### src/rtl/seq_pkg.sv
`timescale 1ns/1ps
package seq_pkg;

    // Control applied to the counter at each edge
    typedef struct packed {
        logic clr;
        logic en;
    } seq_ctrl_t;

endpackage

### src/rtl/seq_count.sv
`timescale 1ns/1ps
module seq_count #(
    parameter int unsigned CNT_W = 3
) (
    input  logic                  clk_i,
    input  seq_pkg::seq_ctrl_t    ctrl_i,
    output logic [CNT_W-1:0]      count_o
);
    localparam logic [CNT_W-1:0] STEP = {{(CNT_W-1){1'b0}}, 1'b1};

    typedef struct packed {
        logic [CNT_W-1:0] count;
    } cnt_state_t;

    cnt_state_t state_d, state_q;

    always_comb begin
        state_d = state_q;
        if (ctrl_i.clr) begin
            state_d.count = '0;
        end else if (ctrl_i.en) begin
            state_d.count = state_q.count + STEP;
        end
    end

    always_ff @(posedge clk_i) begin
        state_q <= state_d;
    end

    assign count_o = state_q.count;
endmodule

### src/rtl/seq_decode.sv
`timescale 1ns/1ps
module seq_decode #(
    parameter int unsigned CNT_W = 3,
    parameter int unsigned N_SEL = 1 << CNT_W
) (
    input  logic [CNT_W-1:0] count_i,
    output logic [N_SEL-1:0] sel_n_o
);
    for (genvar g = 0; g < N_SEL; g++) begin : g_line
        localparam logic [CNT_W-1:0] MATCH = CNT_W'(g);
        assign sel_n_o[g] = (count_i != MATCH);
    end
endmodule

### src/rtl/seq_retime.sv
`timescale 1ns/1ps
module seq_retime #(
    parameter int unsigned N_SEL = 8
) (
    input  logic             clk_i,
    input  logic             clr_i,
    input  logic [N_SEL-1:0] sel_n_i,
    output logic [N_SEL-1:0] sel_n_o
);
    typedef struct packed {
        logic [N_SEL-1:0] sel_n;
    } rt_state_t;

    rt_state_t state_d, state_q;

    always_comb begin
        state_d.sel_n = clr_i ? '1 : sel_n_i;
    end

    always_ff @(posedge clk_i) begin
        state_q <= state_d;
    end

    assign sel_n_o = state_q.sel_n;
endmodule

### src/rtl/step_select_seq.sv
`timescale 1ns/1ps
module step_select_seq #(
    parameter int unsigned CNT_W = 3,
    localparam int unsigned N_SEL = 1 << CNT_W
) (
    input  logic             clk_i,
    input  logic             clr_i,
    input  logic             en_i,
    output logic [CNT_W-1:0] count_o,
    output logic [N_SEL-1:0] raw_sel_n_o,
    output logic [N_SEL-1:0] reg_sel_n_o
);
    seq_pkg::seq_ctrl_t ctrl;
    logic [CNT_W-1:0]   count;
    logic [N_SEL-1:0]   raw_sel_n;

    assign ctrl.clr = clr_i;
    assign ctrl.en  = en_i;

    seq_count #(.CNT_W(CNT_W)) u_count (
        .clk_i   (clk_i),
        .ctrl_i  (ctrl),
        .count_o (count)
    );

    seq_decode #(.CNT_W(CNT_W), .N_SEL(N_SEL)) u_decode (
        .count_i (count),
        .sel_n_o (raw_sel_n)
    );

    seq_retime #(.N_SEL(N_SEL)) u_retime (
        .clk_i   (clk_i),
        .clr_i   (clr_i),
        .sel_n_i (raw_sel_n),
        .sel_n_o (reg_sel_n_o)
    );

    assign count_o     = count;
    assign raw_sel_n_o = raw_sel_n;
endmodule

### config.mk
export PLATFORM = sky130hd
export DESIGN_NAME = step_select_seq
export DESIGN_NICKNAME = d
export VERILOG_FILES = /design/src/rtl/seq_pkg.sv /design/src/rtl/seq_count.sv /design/src/rtl/seq_decode.sv /design/src/rtl/seq_retime.sv /design/src/rtl/step_select_seq.sv
export SDC_FILE = /design/constraint.sdc
export NUM_CORES = 1
export LEC_CHECK = 0
export ABC_AREA = 1
export ABC_CLOCK_PERIOD_IN_PS = 2000
export BUFFER_PORTS_ARGS = -buffer_cell sky130_fd_sc_hd__buf_2
export CORE_AREA = 5 5 42 44
export DETAILED_ROUTE_END_ITERATION = 8
export DIE_AREA = 0 0 47 49
export GPL_ROUTABILITY_DRIVEN = 0
export PLACE_DENSITY = 0.72
export SLEW_MARGIN = 0
export SYNTH_ARGS = -nofsm -noshare
export SYNTH_HDL_FRONTEND = slang
export SYNTH_SLANG_ARGS = --single-unit
### constraint.sdc
create_clock -name clk_i -period 2 [get_ports clk_i]
set_clock_uncertainty 0.15 [all_clocks]
set_input_delay 0.4 -clock clk_i [delete_from_list [all_inputs] [get_ports clk_i]]
set_output_delay 0.4 -clock clk_i [all_outputs]
set_load 0.01 [all_outputs]
After elaboration in Yosys (flattened, before gate mapping):

Cells that the tools add are included.

* add/sub/neg operators: 1
* multipliers: 0
* div/mod/pow operators: 0
* magnitude comparators: 0
* eq/ne operators: 7
* shift-type cells: 0
* multiplexer cells: 0
* bitwise operators: 0
* reduce and logical (&&, ||, !) cells: 1

Operators with widths (count)
* $ne 3x3->1 const B: 4
* $ne 3x2->1 const B: 2
* $add 3x1->3 const B: 1
* $ne 3x1->1 const B: 1
* $reduce_bool 3->1: 1

* flip-flop bits (word level): 11
* latch bits: 0
* bits in writable memories: 0
* bits in read-only memories: 0
* word-level logic and storage cells: 11
* memories kept: 0

Logic depth before layout (Yosys ltp):

* depth after elaboration: 1
* depth in mapped cells: 6
* depth with buffers taken out: 6

By module:

A second synthesis with hierarchy kept.

* cell total of the unflattened synthesis: 54
* area, all modules: 401.6 um2

Modules (own cells, without submodules)
* seq_retime: times used 1, cells each 25, area each 224.0 um2, seq. area each 160.2 um2
* seq_count: times used 1, cells each 17, area each 125.1 um2, seq. area each 60.1 um2
* seq_decode: times used 1, cells each 12, area each 52.6 um2, seq. area each 0.0 um2

Least setup slack after synthesis:

No wires, ideal clock.

* path kind: register -> output
* start point: reg u_count.state_q (netlist bit u_count.count_o[2])
* end point: out raw_sel_n_o[3]
* data arrival time: 0.873 ns
* data required time: 1.450 ns
* slack: 0.577 ns
* stages on the path, launching flop included: 5
* cells stage by stage: dfxtp_1 -> buf_6 -> inv_2 -> ha_1 -> inv_1

* cells in the longest elaborated chain, start to end: 1

RTL lines
* start, declared: line seq_count.sv:15 `cnt_state_t state_d, state_q;`
* start signal, assigned: line seq_count.sv:27 `state_q <= state_d;`
* $ne 3x2->1: line seq_decode.sv:11 `assign sel_n_o[g] = (count_i != MATCH);`
* end, declared: line step_select_seq.sv:10 `output logic [N_SEL-1:0] raw_sel_n_o,`

Every way passes these cells.

Worst setup path in the final report:

Same ends and word-level chain as after synthesis.

==> results.txt <==
routed len/inst - 9.60 µm
Longest Clk Path Bufs - 2
Total Neg Setup Slack - 0 ns
number of CTS-inserted buffers - 3
core area - 0.00140 mm²
outcome - finished clean
worst path cell trace - inv_2, ha_1, inv_1, buf_2
DRC - 0
IO Port Bufs - 21
area occupied by multi-input gates - 185 µm²
detailed-router iteration count before antenna repair - 2
Die H - 49 µm
layout cell share with drive strength beyond 1 - 37.3%
Overflow after GRT - 0
gr usage total - 8.56%
cell area after layout - 583 µm²
WL final - 874 µm
r2r setup slk - 0.68 ns
Clk Latency, worst-skew pair - 0.27 ns
# fillers - 156
Syn Area/Cell - 8.73 µm²
worst reg2reg path depth - 5
HP Class - input port to flip-flop
Worst slew margin - 79.4%
full die area - 0.00230 mm²
RR Startpoint - u_count.count_o[2]
clk slew on worst S/H paths - 0.07 ns
crit-path max FO - 10
synthesis-stage register bit count - 11
Pleak - 0.276 nW
Hold EP - u_retime.sel_n_o[7]
CP Data Arrival Time - 1.29 ns
Starting Density - 32.4%
die width - 47 µm
PD cells - 788 mW/mm²
RSZ-0062 raised after global routing - false
crit path kind - flip-flop to output pin
fin util - 41.6%
Mapped Area - 454 µm²
Mapped Cells - 52
vias in the first global route - 335
Post-DP Area - 557 µm²
antenna-violating nets left - 0
final cycle utilization of the critical path - 92.0%
Root Driver - clkbuf_4
Final Hold Viols - 0
WP data required - 1.45 ns
via count - 373
CTS hold repair buffers - 0
nets - 85
Synth Net Count - 61
largest net degree at the start of global routing - 12
max-cap check violation count - 0
R2R Path End - u_count.count_o[2]
register area - 220 µm²
CTS H-tree lvls - 1
register area share after synthesis - 48.5%
Rows - 14
# diodes - 0
slowest CP cell - dfxtp_1
Boundary Pins - 22
Max VDD drop - 0.000369 V
antenna violations before repair - 0
Yosys cell types - 9
Worst-Margin Slew - 0.308 ns
Tmin final - 1.84 ns
Post-CTS Resized - 0
initial DRC count - 1
Max stage delay on crit path - 0.50 ns
Post-DP HPWL - 693 µm
Hold Startpoint - clr_i
synth-to-layout area growth - 28.4%
Fmax - 0.543 GHz
TritonCTS clock tree - done
Vias per Instance - 4.10
Pins Over Slew Limit - 0
Clock Sinks - 11
Worst Hold Depth - 3
# setup viols final - 0
CP Capture Type - output pin
Post-CTS Setup Inserts - 0
first-pass GRT wire length - 1390 µm
Yosys warning count - 0
CP Launch Type - flip-flop
## critical path, delay by kind of cell, from the launching register on
family,cells,cell delay (ns)
flops,1,0.50
fa+ha+maj,1,0.23
buf+inv,3,0.29
## metrics by stage
step | hold slack (ns) | std cells | total power [mW] | worst slack [ns]
final | 0.232 | 91 | 0.459 | 0.160
after floorplan | 0.379 | 52 | 0.293 | 0.577
after global placement | 0.370 | 87 | 0.315 | 0.484
after global routing | 0.243 | 91 | 0.492 | 0.0346
after detailed placement | 0.381 | 87 | 0.318 | 0.450
after CTS | 0.228 | 91 | 0.467 | 0.147
## layout make-up
cell class                      instances  area share, %
Multi-Input combinational cell         32           31.8
Tap cell                               16           3.43
Timing Repair Buffer                   21           18.0
Clock buffer                            4           4.51
Inverter                                7           4.51
Sequential cell                        11           37.8
## flip-flops by register name (all words and copies together) (netlist names)
name,count
u_retime.sel_n_o,8
u_count.count_o,3
## report_power, final
group / internal, mW / total (mW) / leakage (nW) / switching, mW
clock network: 0.0772 / 0.148 / 0.0150 / 0.0707
logic: 0.0291 / 0.0725 / 0.170 / 0.0434
registers: 0.230 / 0.239 / 0.0903 / 0.00946
total: 0.336 / 0.459 / 0.276 / 0.124
## layer usage
metal / wire (µm) / global-route usage [%] / vias up
met4: 35 / 6.91 / 0
met1: 371 / 11.4 / 148
met5: 0 / 0 / -
met2: 375 / 10.4 / 17
li1: - / - / 203
met3: 91 / 3.32 / 5
## how the worst max path moves through the flow
stage | start | end | slack, ns | cells past startpoint
detailed placement | u_count.count_o[2] | raw_sel_n_o[3] | 0.45 | 4
global placement | u_count.count_o[2] | raw_sel_n_o[3] | 0.48 | 4
CTS | u_count.count_o[2] | raw_sel_n_o[3] | 0.15 | 4
finish | u_count.count_o[2] | raw_sel_n_o[3] | 0.16 | 4
global route | u_count.count_o[2] | raw_sel_n_o[3] | 0.03 | 4
floorplan | u_count.count_o[2] | raw_sel_n_o[3] | 0.58 | 4
## synthesized netlist by cell type
cell type  number  area share [%]
dfxtp_1        11              48
nand3_1         6             6.6
inv_1           5             4.1
nand2_1        14              12
buf_6           2             5.0
inv_2           2             1.7
ha_1            6              17
nor2_1          4             3.3
nor2_2          2             2.8
## cell families after synthesis
family        share of synthesized area (%)
flops                                  48.5
buf+inv                                10.7
fa+ha+maj                              16.5
simple gates                           24.2
## cells in the final DEF, fill, tap and decap left out
cell type,Yosys,final
inv_1,5,5
clkbuf_4,0,3
nor2_1,4,4
inv_2,2,2
ha_1,6,6
nand3_1,6,6
nand2_1,14,14
clkbuf_1,0,1
buf_2,0,21
nor2_2,2,2
dfxtp_1,11,11
(Power assumes the default switching activity.)
